## src/rtl/i2c_ers_pkg.sv

```systemverilog
package i2c_ers_pkg;

  typedef enum logic [2:0] {
    ST_IDLE,
    ST_ADDR,
    ST_ADDR_ACK,
    ST_WR,
    ST_WR_ACK,
    ST_RD,
    ST_RD_ACK,
    ST_HOLD
  } bus_st_e;

  typedef enum logic [1:0] {
    K_WR,
    K_RD,
    K_ERASE
  } xfer_e;

endpackage

```

## src/rtl/i2c_ers_line_sync.sv

```systemverilog
module i2c_ers_line_sync #(
  parameter int STAGES = 2
) (
  input  logic clk,
  input  logic rst_n,
  input  logic scl_i,
  input  logic sda_i,
  output logic sda_s,
  output logic scl_rise,
  output logic scl_fall,
  output logic start_det,
  output logic stop_det
);

  localparam int NLINES = 2;

  logic [NLINES-1:0] lines_in;
  logic [NLINES-1:0] lines_s;
  logic [NLINES-1:0] lines_d;

  assign lines_in = {scl_i, sda_i};

  // one synchronizer chain per bus line; idle level of both lines is high
  for (genvar g = 0; g < NLINES; g++) begin : g_line
    logic [STAGES-1:0] chain_q;
    always_ff @(posedge clk or negedge rst_n) begin
      if (!rst_n) begin
        chain_q <= '1;
      end else begin
        chain_q <= {chain_q[STAGES-2:0], lines_in[g]};
      end
    end
    assign lines_s[g] = chain_q[STAGES-1];
  end

  always_ff @(posedge clk or negedge rst_n) begin
    if (!rst_n) begin
      lines_d <= '1;
    end else begin
      lines_d <= lines_s;
    end
  end

  logic scl_now, scl_was, sda_was;
  assign scl_now   = lines_s[1];
  assign scl_was   = lines_d[1];
  assign sda_s     = lines_s[0];
  assign sda_was   = lines_d[0];

  assign scl_rise  = scl_now & ~scl_was;
  assign scl_fall  = ~scl_now & scl_was;
  assign start_det = scl_now & scl_was & sda_was & ~sda_s;
  assign stop_det  = scl_now & scl_was & ~sda_was & sda_s;

endmodule

```

## src/rtl/i2c_ers_addr_match.sv

```systemverilog
module i2c_ers_addr_match #(
  parameter int AW = 7,
  parameter int EB = 3,
  parameter int DW = AW + 1
) (
  input  logic [DW-1:0] rx_byte,
  input  logic [AW-1:0] dev_addr,
  input  logic          wp,
  input  logic          busy,
  output logic          hit_erase,
  output logic          ack_ok
);

  logic [AW-1:0] rx_addr;
  logic          rx_read;
  logic          hit_norm;

  assign rx_addr   = rx_byte[DW-1 -: AW];
  assign rx_read   = rx_byte[0];
  assign hit_norm  = (rx_addr == dev_addr);
  assign hit_erase = (rx_addr[AW-1:EB] == dev_addr[AW-1:EB]) &&
                     (&rx_addr[EB-1:0]) && !rx_read;
  assign ack_ok    = !busy && (hit_norm || (hit_erase && !wp));

endmodule

```

## src/rtl/i2c_ers_erase_ctrl.sv

```systemverilog
module i2c_ers_erase_ctrl (
  input  logic clk,
  input  logic rst_n,
  input  logic arm_set,
  input  logic arm_clr,
  input  logic stop_det,
  input  logic erase_done_i,
  output logic erase_start_o,
  output logic busy_o
);

  logic armed_q, armed_n;
  logic start_n, busy_n;

  always_comb begin
    armed_n = armed_q;
    start_n = 1'b0;
    busy_n  = busy_o;
    if (arm_clr) armed_n = 1'b0;
    if (arm_set) armed_n = 1'b1;
    if (stop_det) begin
      start_n = armed_q;
      armed_n = 1'b0;
    end
    if (start_n) begin
      busy_n = 1'b1;
    end else if (erase_done_i) begin
      busy_n = 1'b0;
    end
  end

  always_ff @(posedge clk or negedge rst_n) begin
    if (!rst_n) begin
      armed_q       <= 1'b0;
      erase_start_o <= 1'b0;
      busy_o        <= 1'b0;
    end else begin
      armed_q       <= armed_n;
      erase_start_o <= start_n;
      busy_o        <= busy_n;
    end
  end

  // a new erase never starts on top of one still running
  p_no_restart_busy_r10: assert property (@(posedge clk) disable iff (!rst_n)
    erase_start_o |-> !$past(busy_o));

endmodule

```

## src/rtl/i2c_ers_bus_fsm.sv

```systemverilog
module i2c_ers_bus_fsm
  import i2c_ers_pkg::*;
#(
  parameter int DW = 8
) (
  input  logic          clk,
  input  logic          rst_n,
  input  logic          sda_s,
  input  logic          scl_rise,
  input  logic          scl_fall,
  input  logic          start_det,
  input  logic          stop_det,
  input  logic          ack_ok,
  input  logic          hit_erase,
  input  logic [DW-1:0] rd_data_i,
  output logic [DW-1:0] rx_byte,
  output logic          sda_oe_o,
  output logic          wr_valid_o,
  output logic [DW-1:0] wr_data_o,
  output logic          rd_next_o,
  output logic          arm_set,
  output logic          arm_clr,
  output logic          addr_ack,
  output logic          ack_erase
);

  localparam int CW = $clog2(DW + 1);

  bus_st_e        st_q, st_n;
  xfer_e          kind_q, kind_n;
  logic [CW-1:0]  cnt_q, cnt_n;
  logic [DW-1:0]  sh_q, sh_n;
  logic [DW-1:0]  wrd_n;
  logic           oe_n, wrv_n, rdn_n;
  logic           mack_q, mack_n;

  assign rx_byte   = sh_q;
  assign addr_ack  = (st_q == ST_ADDR_ACK);
  assign ack_erase = addr_ack && (kind_q == K_ERASE);

  always_comb begin
    st_n    = st_q;
    kind_n  = kind_q;
    cnt_n   = cnt_q;
    sh_n    = sh_q;
    oe_n    = sda_oe_o;
    wrv_n   = 1'b0;
    wrd_n   = wr_data_o;
    rdn_n   = 1'b0;
    mack_n  = mack_q;
    arm_set = 1'b0;
    arm_clr = 1'b0;
    if (start_det) begin
      st_n    = ST_ADDR;
      cnt_n   = '0;
      oe_n    = 1'b0;
      arm_clr = 1'b1;
    end else if (stop_det) begin
      st_n = ST_IDLE;
      oe_n = 1'b0;
    end else begin
      case (st_q)
        ST_ADDR: begin
          if (scl_rise) begin
            sh_n  = {sh_q[DW-2:0], sda_s};
            cnt_n = cnt_q + 1'b1;
          end else if (scl_fall && (cnt_q == CW'(DW))) begin
            if (ack_ok) begin
              st_n    = ST_ADDR_ACK;
              oe_n    = 1'b1;
              arm_set = hit_erase;
              if (hit_erase)    kind_n = K_ERASE;
              else if (sh_q[0]) kind_n = K_RD;
              else              kind_n = K_WR;
            end else begin
              st_n    = ST_IDLE;
              arm_clr = 1'b1;
            end
          end
        end
        ST_ADDR_ACK: begin
          if (scl_fall) begin
            oe_n  = 1'b0;
            cnt_n = '0;
            case (kind_q)
              K_ERASE: st_n = ST_HOLD;
              K_RD: begin
                st_n  = ST_RD;
                sh_n  = rd_data_i;
                oe_n  = !rd_data_i[DW-1];
                rdn_n = 1'b1;
              end
              default: st_n = ST_WR;
            endcase
          end
        end
        ST_WR: begin
          if (scl_rise) begin
            sh_n  = {sh_q[DW-2:0], sda_s};
            cnt_n = cnt_q + 1'b1;
          end else if (scl_fall && (cnt_q == CW'(DW))) begin
            st_n  = ST_WR_ACK;
            wrv_n = 1'b1;
            wrd_n = sh_q;
            oe_n  = 1'b1;
          end
        end
        ST_WR_ACK: begin
          if (scl_fall) begin
            st_n  = ST_WR;
            oe_n  = 1'b0;
            cnt_n = '0;
          end
        end
        ST_RD: begin
          if (scl_fall) begin
            if (cnt_q == CW'(DW - 1)) begin
              st_n  = ST_RD_ACK;
              oe_n  = 1'b0;
              cnt_n = '0;
            end else begin
              sh_n  = {sh_q[DW-2:0], 1'b0};
              oe_n  = !sh_q[DW-2];
              cnt_n = cnt_q + 1'b1;
            end
          end
        end
        ST_RD_ACK: begin
          if (scl_rise) begin
            mack_n = !sda_s;
          end else if (scl_fall) begin
            if (mack_q) begin
              st_n  = ST_RD;
              sh_n  = rd_data_i;
              oe_n  = !rd_data_i[DW-1];
              rdn_n = 1'b1;
            end else begin
              st_n = ST_IDLE;
            end
          end
        end
        default: ;
      endcase
    end
  end

  always_ff @(posedge clk or negedge rst_n) begin
    if (!rst_n) begin
      st_q       <= ST_IDLE;
      kind_q     <= K_WR;
      cnt_q      <= '0;
      sh_q       <= '0;
      sda_oe_o   <= 1'b0;
      wr_valid_o <= 1'b0;
      wr_data_o  <= '0;
      rd_next_o  <= 1'b0;
      mack_q     <= 1'b0;
    end else begin
      st_q       <= st_n;
      kind_q     <= kind_n;
      cnt_q      <= cnt_n;
      sh_q       <= sh_n;
      sda_oe_o   <= oe_n;
      wr_valid_o <= wrv_n;
      wr_data_o  <= wrd_n;
      rd_next_o  <= rdn_n;
      mack_q     <= mack_n;
    end
  end

  // each received byte is strobed for a single clock
  p_wr_pulse_one_r3: assert property (@(posedge clk) disable iff (!rst_n)
    wr_valid_o |=> !wr_valid_o);

  // a fetch strobe is never stretched across two clocks
  p_rd_pulse_one_r4: assert property (@(posedge clk) disable iff (!rst_n)
    rd_next_o |=> !rd_next_o);

endmodule

```

## src/rtl/i2c_ers_slave.sv

```systemverilog
module i2c_ers_slave #(
  parameter int AW     = 7,
  parameter int EB     = 3,
  parameter int STAGES = 2,
  localparam int DW    = AW + 1
) (
  input  logic          clk,
  input  logic          rst_n,
  input  logic          scl_i,
  input  logic          sda_i,
  output logic          sda_oe_o,
  input  logic [AW-1:0] dev_addr_i,
  input  logic          wp_i,
  output logic          erase_start_o,
  input  logic          erase_done_i,
  output logic          busy_o,
  output logic          wr_valid_o,
  output logic [DW-1:0] wr_data_o,
  output logic          rd_next_o,
  input  logic [DW-1:0] rd_data_i
);

  logic          sda_s, scl_rise, scl_fall, start_det, stop_det;
  logic          ack_ok, hit_erase, arm_set, arm_clr;
  logic          addr_ack, ack_erase;
  logic [DW-1:0] rx_byte;

  i2c_ers_line_sync #(.STAGES(STAGES)) u_sync (
    .clk       (clk),
    .rst_n     (rst_n),
    .scl_i     (scl_i),
    .sda_i     (sda_i),
    .sda_s     (sda_s),
    .scl_rise  (scl_rise),
    .scl_fall  (scl_fall),
    .start_det (start_det),
    .stop_det  (stop_det)
  );

  i2c_ers_addr_match #(.AW(AW), .EB(EB), .DW(DW)) u_match (
    .rx_byte   (rx_byte),
    .dev_addr  (dev_addr_i),
    .wp        (wp_i),
    .busy      (busy_o),
    .hit_erase (hit_erase),
    .ack_ok    (ack_ok)
  );

  i2c_ers_bus_fsm #(.DW(DW)) u_fsm (
    .clk        (clk),
    .rst_n      (rst_n),
    .sda_s      (sda_s),
    .scl_rise   (scl_rise),
    .scl_fall   (scl_fall),
    .start_det  (start_det),
    .stop_det   (stop_det),
    .ack_ok     (ack_ok),
    .hit_erase  (hit_erase),
    .rd_data_i  (rd_data_i),
    .rx_byte    (rx_byte),
    .sda_oe_o   (sda_oe_o),
    .wr_valid_o (wr_valid_o),
    .wr_data_o  (wr_data_o),
    .rd_next_o  (rd_next_o),
    .arm_set    (arm_set),
    .arm_clr    (arm_clr),
    .addr_ack   (addr_ack),
    .ack_erase  (ack_erase)
  );

  i2c_ers_erase_ctrl u_erase (
    .clk           (clk),
    .rst_n         (rst_n),
    .arm_set       (arm_set),
    .arm_clr       (arm_clr),
    .stop_det      (stop_det),
    .erase_done_i  (erase_done_i),
    .erase_start_o (erase_start_o),
    .busy_o        (busy_o)
  );

  // the device address must differ from the erase address
  p_cfg_distinct_r5: assert property (@(posedge clk) disable iff (!rst_n)
    dev_addr_i[EB-1:0] != '1);

  // no address acknowledge begins while an erase runs
  p_no_ack_busy_r10: assert property (@(posedge clk) disable iff (!rst_n)
    $rose(addr_ack) |-> !busy_o);

  // the erase address is only acknowledged with protect low
  p_wp_blocks_r7: assert property (@(posedge clk) disable iff (!rst_n)
    $rose(ack_erase) |-> !$past(wp_i));

  // an erase is launched only by a stop condition
  p_erase_on_stop_r8: assert property (@(posedge clk) disable iff (!rst_n)
    erase_start_o |-> $past(stop_det));

  // no write strobe while the memory is being erased
  p_no_write_busy_r3: assert property (@(posedge clk) disable iff (!rst_n)
    wr_valid_o |-> !busy_o);

endmodule

```

## config.mk

```make
export PLATFORM = sky130hd
export DESIGN_NAME = i2c_ers_slave
export DESIGN_NICKNAME = d
export VERILOG_FILES = /design/src/rtl/i2c_ers_pkg.sv /design/src/rtl/i2c_ers_line_sync.sv /design/src/rtl/i2c_ers_addr_match.sv /design/src/rtl/i2c_ers_erase_ctrl.sv /design/src/rtl/i2c_ers_bus_fsm.sv /design/src/rtl/i2c_ers_slave.sv
export SDC_FILE = /design/constraint.sdc
export NUM_CORES = 1
export LEC_CHECK = 0
export BUFFER_PORTS_ARGS = -buffer_cell sky130_fd_sc_hd__buf_4
export CAP_MARGIN = 20
export CORE_MARGIN = 5
export CORE_UTILIZATION = 58
export CTS_BUF_LIST = sky130_fd_sc_hd__clkbuf_4
export DETAILED_ROUTE_END_ITERATION = 10
export GPL_ROUTABILITY_DRIVEN = 0
export GPL_TIMING_DRIVEN = 0
export HOLD_SLACK_MARGIN = 0.1
export PLACE_DENSITY = 0.81
export SYNTH_ARGS = -nofsm -noshare
export SYNTH_HDL_FRONTEND = slang
export SYNTH_SLANG_ARGS = --single-unit
export TNS_END_PERCENT = 10
```

## constraint.sdc

```tcl
create_clock -name clk -period 2.5 [get_ports clk]
set_clock_uncertainty 0.15 [all_clocks]
set_input_delay 0.5 -clock clk [delete_from_list [all_inputs] [get_ports clk]]
set_output_delay 0.5 -clock clk [all_outputs]
set_load 0.005 [all_outputs]
```

==> results_dict.tcl, run 1 <==
set metrics [dict create \
    vias_per_cell 5.81 \
    maxSlewHeadroom_pct 65.2 \
    cts_num_sinks 38 \
    net-switching-power_uw 467 \
    p_per_area_nw_per_um2 576 \
    h-tree-depth 2 \
    place_hpwl_mm 3.19 \
    leakagePower_uw 0.00118 \
    rsz0062_at_grt "false" \
    placed_cell_area_sq_um 2440 \
    clk-insertion-delay-late_ps 350 \
    placementRows 22 \
    slew_viol_final 0 \
    core_sq_um 3610 \
    drt_first_iter_violations 184 \
    io_pins 34 \
    ys_ff_latch 38 \
    first_global_vias 1631 \
    syn_to_final_growth_pct 18.5 \
    wire_per_inst_um 15.6 \
    max-clock-path-buffers 2 \
    num_vias 1656 \
    fmax_ghz 0.461 \
    die_h_um 70.6 \
    synth_cells 193 \
    peakVddDrop_mv 0.440 \
    diodes 0 \
    synth-seq-area-share_pct 44.9 \
    synth_nets 217 \
    drive_above_1_share_pct 36.7 \
    tritoncts "built" \
    power.internal_uw 989 \
    synthArstFlopShare_pct 100 \
    clkTransAtPathRegs_ps 120 \
    min_period_over_period_pct 86.8 \
    seqCellArea_sq_um 958 \
    post_cts_buffers 0 \
    fin_area_sq_um 2530 \
    grt_max_degree 39 \
    synth_edf_count 0 \
    cts_root_buffer "clkbuf_4" \
    port-buffer-count 33 \
    power_frac_seq_pct 55.1 \
    switching_share_pct 32.1 \
    pwr-share-clk_pct 22.7 \
    ys_warn_count 0 \
    drc 0 \
    critical_path_class "reg2reg" \
    comb_power_share_pct 22.2 \
    cts-buffers-inserted 5 \
    crit_path_max_fanout 9 \
    start_util_pct 59.2 \
    worstMarginPinSlew_ps 520 \
    multi_input_area_sq_um 1070 \
    arrival_ps 2260 \
    antenna_found_initial 0 \
    fillers 284 \
    die-width_um 70.6 \
    grt_pass1_wl_mm 7.87 \
    startpoint_type "register" \
    final.min_clock_period_ps 2170 \
    status "completed" \
    max_cap_viol_count 0 \
    synth_flop_cell "dfrtp_1" \
    setup_viol 0 \
    hold_violations 0 \
    finalNetCount 260 \
    crit_required_ps 2590 \
    hold_class "in2reg" \
    syn_avg_cell_area_sq_um 11.1 \
    wl_mm 4.45 \
    cp-end-kind "register" \
    rrSetupSlack_ps 330 \
    drtAntennaViolNets 0 \
    setup_tns_ps 0 \
    netlist_area_sq_um 2130 \
    grtUsageTotal_pct 19.6 \
    yosys.cell_types.count 54 \
    grt_remaining_overflow 0 \
    die_area_sq_um 4990 \
    drtPass1Iterations 4 \
]
## critical path, cell delays in order (launching register included)
cell and delay (ps):
dfstp_2 530, buf_2 230, nor2b_1 240, nand4_1 460
mux2_2 440
## per-layer routing
metal | wire (um) | global-route usage, % | up-vias
li1 | - | - | 795
met1 | 1960 | 26.9 | 783
met2 | 2100 | 30.6 | 71
met3 | 311 | 4.40 | 7
met4 | 85 | 7.52 | 0
met5 | 0 | 0 | -
## area by class of cell
cell class / instances / share of cell area, %
plain buffers: 9 / 2.72
clock buffers: 5 / 1.48
clock inverters: 3 / 0.792
inverters: 9 / 1.34
multi-input cells: 137 / 42.4
flip-flops and latches: 38 / 37.9
well taps: 48 / 2.38
repair buffers: 36 / 11.0
## synth_stat cells (2+ instances only)
master     n  share of area (%)
ha_1       3                1.8
nor2_1     6                1.1
inv_1      9                1.6
mux2_2    22                 12
nand3b_1   3                1.1
nand4b_1   3                1.2
dfstp_2    6                7.4
nand2_1   13                2.3
a21oi_1    5                1.2
nand2b_1   3               0.88
dfrtp_1   32                 38
a31oi_1    3               0.88
buf_2      4               0.94
xor2_1     9                3.7
nor3_1     8                1.9
nand3_1    4               0.94
buf_6      3                1.6
nand2b_4   2                1.3
mux2i_1    5                2.3
and3b_1    2               0.82
and4_1     2               0.82
a22o_1     2               0.82
o21ai_0    5                1.2
a211oi_1   3                1.1
buf_4      2               0.70
nand4_1    2               0.59
o22ai_1    2               0.59
nor2b_1    4                1.2
## state kept, by name, summed over array words and instances (netlist names)
signal	cells
u_fsm.rd_next_o	1
u_erase.busy_o	1
u_fsm.st_q	3
u_sync.lines_d	2
u_fsm.mack_q	1
u_fsm.cnt_q	4
u_fsm.sda_oe_o	1
u_sync.g_line.chain_q	4
u_erase.armed_q	1
u_erase.erase_start_o	1
u_fsm.kind_q	2
u_fsm.rx_byte	8
u_fsm.wr_data_o	8
u_fsm.wr_valid_o	1
## placed cells by master, fill, tap and decap left out, types with 2 or more instances in the layout
master	count
nand2_1	13
a22o_1	2
buf_4	35
buf_2	4
ha_1	3
o21ai_0	5
nand2b_1	3
dfstp_2	6
mux2i_1	5
o22ai_1	2
and4_1	2
a31oi_1	3
mux2_2	22
nor2b_1	4
nor3_1	8
nand4_1	2
nand3_1	4
dfrtp_1	32
and3b_1	2
buf_6	3
nand4b_1	3
nand2b_4	2
inv_1	9
nor2_1	6
xor2_1	9
a21oi_1	5
nand3b_1	3
a211oi_1	3
clkbuf_4	5
dlygate4sd3_1	3
## logic make-up after synthesis
family          share of synthesized area, %
xor+xnor                                3.70
flops                                   44.9
fa+ha+maj                               1.76
compound gates                          13.1
simple gates                            17.7
mux                                     14.0
buf+inv                                 4.81
## final timing paths
kind | cells after the start | start | endpoint
max in group asynchronous | 2 | rst_n | u_sync.g_line[0].chain_q[1]$_DFF_PN1_
worst min-delay path | 2 | erase_done_i | u_erase.busy_o$_DFFE_PN0P_
worst max register to register | 4 | u_sync.lines_d[1]$_DFF_PN1_ | u_fsm.wr_data_o[7]$_DFFE_PN0P_
min in group asynchronous | 2 | rst_n | u_fsm.cnt_q[2]$_DFFE_PN0P_
worst max-delay path | 4 | u_sync.lines_d[1]$_DFF_PN1_ | u_fsm.wr_data_o[7]$_DFFE_PN0P_
worst min register to register | 0 | u_sync.g_line[1].chain_q[0]$_DFF_PN1_ | u_sync.g_line[1].chain_q[1]$_DFF_PN1_
## power groups by stage
stage                     Combinational [uW]  Clock, uW  Sequential [uW]
final                                    323        331              803
after global routing                     364        372              818
after CTS                                326        340              803
after detailed placement                 321          0              815
after global placement                   314          0              810
after floorplan                          248          0              783
## stage by stage
stage	setup WS [ps]	cells	power, uW	util (%)	hold WS, ps
CTS	276	285	1470	70.1	158
finish	331	285	1460	70.1	167
detailed placement	314	274	1140	67.7	201
global placement	371	274	1120	67.7	196
global route	165	285	1550	70.1	143
floorplan	631	193	1030	-	54.4
## timing repair
action | CTS | global route
hold buffers | 3 | 0
gates resized for setup | 0 | 0
endpoints found under the hold margin | 34 | 0
(Power assumes the default switching activity.)
==> run 2: changes to the inputs <==
- CORE_ASPECT_RATIO: default -> 2
==> run 2 against run 1 <==
Via count is 0.30% lower. Flip-flop and latch count is the same. Wire length grew 7.3%. Register-to-register slack about the same. Critical path depth did not move. Cell area up 1.8%. Setup slack worse by 6.0 ps. Critical endpoint is now u_fsm.wr_data_o[6]$_DFFE_PN0P_.
==> results_dict.tcl, run 2 (synthesis results as in run 1) <==
set metrics [dict create \
    status "completed" \
    multi_input_area_sq_um 1070 \
    start_util_pct 59.1 \
    setup_tns_ps 0 \
    cts-buffers-inserted 5 \
    finalNetCount 260 \
    drc 0 \
    max_stage_delay_ps 530 \
    clkTransAtPathRegs_ps 120 \
    antenna_found_initial 0 \
    leakagePower_uw 0.00121 \
    critical_path_class "reg2reg" \
    drtPass1Iterations 4 \
    cts_root_buffer "clkbuf_4" \
    fmax_ghz 0.460 \
    maxSlewHeadroom_pct 63.7 \
    max_cap_viol_count 0 \
    io_pins 34 \
    die-width_um 52.9 \
    clk-insertion-delay-late_ps 350 \
    drtAntennaViolNets 0 \
    core_sq_um 3610 \
    placed_cell_area_sq_um 2440 \
    die_h_um 95.8 \
    startpoint_type "register" \
    hold_violations 0 \
    p_per_area_nw_per_um2 638 \
    wire_per_inst_um 16.7 \
    final.min_clock_period_ps 2180 \
    setup_viol 0 \
    cp-end-kind "register" \
    place_hpwl_mm 3.60 \
    slew_viol_final 0 \
    diodes 0 \
    vias_per_cell 5.77 \
    wl_mm 4.77 \
    crit_chain "buf_2 -> nor2b_1 -> nand4_1 -> mux2_2" \
    grt_remaining_overflow 0 \
    seqCellArea_sq_um 958 \
    cts_resized 0 \
    grtUsageTotal_pct 21.8 \
    port-buffer-count 33 \
    num_vias 1651 \
    drt_first_iter_violations 44 \
    fin_area_sq_um 2570 \
    worstMarginPinSlew_ps 540 \
    layout_common_cells "35 x buf_4, 32 x dfrtp_1, 22 x mux2_2" \
    syn_to_final_growth_pct 20.6 \
    r2r-start "u_sync.lines_d[1]$_DFF_PN1_" \
    rsz0062_at_grt "false" \
    h-tree-depth 2 \
    crit_path_max_fanout 9 \
    placementRows 31 \
    max-clock-path-buffers 2 \
    peakVddDrop_mv 0.544 \
    path_buf_inv 1 \
    final_common_cell "buf_4" \
    crit_path_start "u_sync.lines_d[1]$_DFF_PN1_" \
    fin_hold_ws_ps 148 \
    arrival_ps 2270 \
    cts_num_sinks 38 \
    tritoncts "built" \
    fillers 285 \
    min_from "erase_done_i" \
    cp_top_family "simple AND/OR/NAND/NOR gates" \
    min_period_over_period_pct 87.0 \
    drive_above_1_share_pct 36.7 \
    cp_slowest_cell "dfstp_2" \
    grt_max_degree 39 \
    first_global_vias 1773 \
    grt_pass1_wl_mm 8.27 \
    die_area_sq_um 5060 \
    hold_class "in2reg" \
    crit_required_ps 2590 \
]
run 2: cell types whose count changed in the layout (fill, tap and decap cells not counted):
cell	change
bufinv_16	+2
clkinvlp_4	-1
inv_6	-1
run 2: final timing paths:
path / endpoint / slack (ps) / depth (start not counted)
min in group asynchronous: u_fsm.cnt_q[1]$_DFFE_PN0P_ / 480 / 2
max in group asynchronous: u_sync.g_line[0].chain_q[1]$_DFF_PN1_ / 1360 / 2
max reg2reg: u_fsm.wr_data_o[6]$_DFFE_PN0P_ / 320 / 4
max: u_fsm.wr_data_o[6]$_DFFE_PN0P_ / 320 / 4
min reg2reg: u_sync.g_line[1].chain_q[1]$_DFF_PN1_ / 210 / 0
min: u_erase.busy_o$_DFFE_PN0P_ / 150 / 2
run 2: layout make-up:
cell class              count  area share [%]
inverters                   9            1.31
clock buffers               5            1.46
multi-input cells         137            41.7
flip-flops and latches     38            37.2
well taps                  49            2.38
repair buffers             36            10.8
clock inverters             3            2.48
plain buffers               9            2.67
run 2: per-stage QoR:
stage / utilization [%] / std cells / power (uW) / setup WS, ps
after detailed placement: 67.7 / 275 / 1140 / 346
after global placement: 67.7 / 275 / 1130 / 346
final: 71.3 / 286 / 1640 / 325
after global routing: 71.3 / 286 / 1730 / 193
after CTS: 71.3 / 286 / 1660 / 331
after floorplan: - / 193 / 1030 / 631
run 2: report_power, final:
part | internal (uW) | switching, uW
Combinational | 182 | 145
Sequential | 699 | 105
Clock | 308 | 204
run 2: worst register-to-register path: cells and delay by family (launching register included):
kind | cells | cell delay, ps
muxes | 1 | 450
buffers and inverters | 1 | 240
and+or+nand+nor | 2 | 700
DFF | 1 | 530
run 2: per-layer routing:
metal	part of all wire [%]	up-vias	global-route usage, %
met5	0	-	0
met4	3.0	0	8.10
met3	2.8	13	3.57
met2	58	29	40.9
met1	36	816	23.6
li1	-	793	-
run 2: what timing repair did:
item / 4_1_cts / 5_1_grt
endpoints found under the hold margin: 34 / 0
endpoints found under the setup margin: 0 / 0
buffers inserted: 0 / 0
hold buffers: 3 / 0
==> run 3: changes to the inputs <==
- CORE_UTILIZATION: 58 -> 59
- PLACE_DENSITY: 0.81 -> 0.82
- SETUP_SLACK_MARGIN: default -> 0.4
- SYNTH_HIERARCHICAL: default -> 1
==> run 3 against run 2 <==
Synthesized cell count up 4.1%. Hold slack better by 69 ps. Die area up 1.0%. Critical path depth up 2. Register-to-register slack worse by 110 ps. Clock-buffer cell count up 2. Wire length up 20%. Core utilization up 6.0 points. Sequential share of layout area down 2.9 points. Critical path type unchanged. Largest cell class unchanged. Highest routed layer unchanged.
==> results_dict.tcl, run 3 <==
set metrics [dict create \
    worstMarginPinSlew_ps 483 \
    switching_share_pct 38.2 \
    peakVddDrop_mv 0.850 \
    clk-insertion-delay-late_ps 340 \
    power.internal_uw 1760 \
    fmax_ghz 0.438 \
    cts_num_sinks 38 \
    grt_pass1_wl_mm 9.45 \
    netlist_area_sq_um 2200 \
    status "completed" \
    num_vias 1860 \
    post-place-ws_ps -237 \
    port-buffer-count 33 \
    tritoncts "built" \
    drt_first_iter_violations 99 \
    final_common_cell "buf_4" \
    grt_remaining_overflow 0 \
    arrival_ps 2360 \
    drive_above_1_share_pct 42.5 \
    max-clock-path-buffers 2 \
    net-switching-power_uw 1090 \
    grt_max_degree 39 \
    maxSlewHeadroom_pct 67.8 \
    die_h_um 96.3 \
    wl_mm 5.72 \
    hold_class "reg2reg" \
    synth_nets 226 \
    drc 0 \
    syn_to_final_growth_pct 27.1 \
    ys_warn_count 6 \
    startpoint_type "register" \
    die-width_um 53.1 \
    placementRows 31 \
    io_pins 34 \
    power_frac_seq_pct 33.0 \
    layout_common_cells "41 x buf_4, 32 x dfrtp_1, 17 x mux2_2" \
    fin_ws_ps 219 \
    crit_path_max_fanout 8 \
    die_area_sq_um 5120 \
    drtPass1Iterations 4 \
    setup_viol 0 \
    max_cap_viol_count 0 \
    h-tree-depth 2 \
    grtUsageTotal_pct 25.4 \
    p_per_area_nw_per_um2 1020 \
    first_global_vias 2038 \
    wire_per_inst_um 18.9 \
    diodes 0 \
    slew_viol_final 0 \
    min_period_over_period_pct 91.2 \
    start_util_pct 60.9 \
    critical_path_class "reg2reg" \
    drtAntennaViolNets 0 \
    vias_per_cell 6.14 \
    pwr-share-clk_pct 15.1 \
    core_sq_um 3610 \
    synth_cells 201 \
    hold_violations 0 \
    comb_power_share_pct 51.9 \
    leakagePower_uw 0.00134 \
    finalNetCount 278 \
    finalNonFillerCells 303 \
    place_hpwl_mm 3.89 \
    final.min_clock_period_ps 2280 \
    cp-end-kind "register" \
    syn_avg_cell_area_sq_um 10.9 \
    dp_cells 283 \
    rsz0062_at_grt "true" \
    antenna_found_initial 0 \
    clkTransAtPathRegs_ps 110 \
    cts_root_buffer "clkbuf_4" \
    crit_required_ps 2580 \
    cts-buffers-inserted 5 \
]
run 3: area by class of cell:
| cell class | instances | area [sq um] |
|---|---|---|
| multi-input cells | 142 | 1230 |
| inverters | 13 | 48.8 |
| clock buffers | 7 | 52.6 |
| plain buffers | 8 | 57.6 |
| fillers | 239 | 816 |
| well taps | 49 | 61.3 |
| repair buffers | 45 | 349 |
| flip-flops and latches | 38 | 958 |
| clock inverters | 1 | 30.0 |
run 3: metal layers:
metal | share of wire [%] | global-route usage [%]
met1 | 34 | 26.3
met2 | 55 | 45.0
met3 | 4.8 | 3.72
met4 | 6.3 | 17.3
met5 | 0 | 0
run 3: power groups by stage:
stage                     clock [uW]  sequential, uW  combinational (uW)
after global placement             0             935                1220
after floorplan                    0             898                 954
after detailed placement           0             943                1250
final                            431             942                1480
after CTS                        441             936                1420
after global routing             465             967                1580
run 3: through the flow:
| stage | area (sq um) | hold slack (ps) | total power, uW | TNS [ps] | util (%) |
|---|---|---|---|---|---|
| after global routing | 2790 | 211 | 3010 | 0 | 77.4 |
| after detailed placement | 2500 | 197 | 2190 | -2200 | 69.4 |
| after global placement | 2500 | 195 | 2160 | -1790 | 69.4 |
| final | 2790 | 217 | 2850 | 0 | 77.4 |
| after floorplan | 2200 | 54.4 | 1850 | 0 | - |
| after CTS | 2750 | 105 | 2800 | 0 | 76.2 |
run 3: worst max-delay path, stage by stage, from the launching register on:
cell and delay [ps]:
dfstp_2 560, nor2b_4 240, a21oi_2 80, or2_4 240, a2111oi_4 370, buf_6 230, mux2_4 310
run 3: repair_timing:
| action | CTS | global route |
|---|---|---|
| hold buffers | 2 | 1 |
| setup buffers | 8 | 1 |
| pin swaps | 3 | 1 |
| endpoints found under the hold margin | 33 | 1 |
| resized for setup | 21 | 4 |
| endpoints found under the setup margin | 27 | 28 |
run 3: path summary, 6_finish.rpt:
| check | from | endpoint | slack (ps) | depth (start not counted) |
|---|---|---|---|---|
| worst max register to register | u_sync/lines_d[1]$_DFF_PN1_ | u_fsm/rx_byte[1]$_DFFE_PN0P_ | 220 | 6 |
| worst min-delay path | u_sync/g_line[0].chain_q[0]$_DFF_PN1_ | u_sync/g_line[0].chain_q[1]$_DFF_PN1_ | 220 | 0 |
| worst min register to register | u_sync/g_line[0].chain_q[0]$_DFF_PN1_ | u_sync/g_line[0].chain_q[1]$_DFF_PN1_ | 220 | 0 |
| max in group asynchronous | rst_n | u_sync/g_line[1].chain_q[1]$_DFF_PN1_ | 1340 | 2 |
| min in group asynchronous | rst_n | u_fsm/cnt_q[3]$_DFFE_PN0P_ | 510 | 2 |
| worst max-delay path | u_sync/lines_d[1]$_DFF_PN1_ | u_fsm/rx_byte[1]$_DFFE_PN0P_ | 220 | 6 |
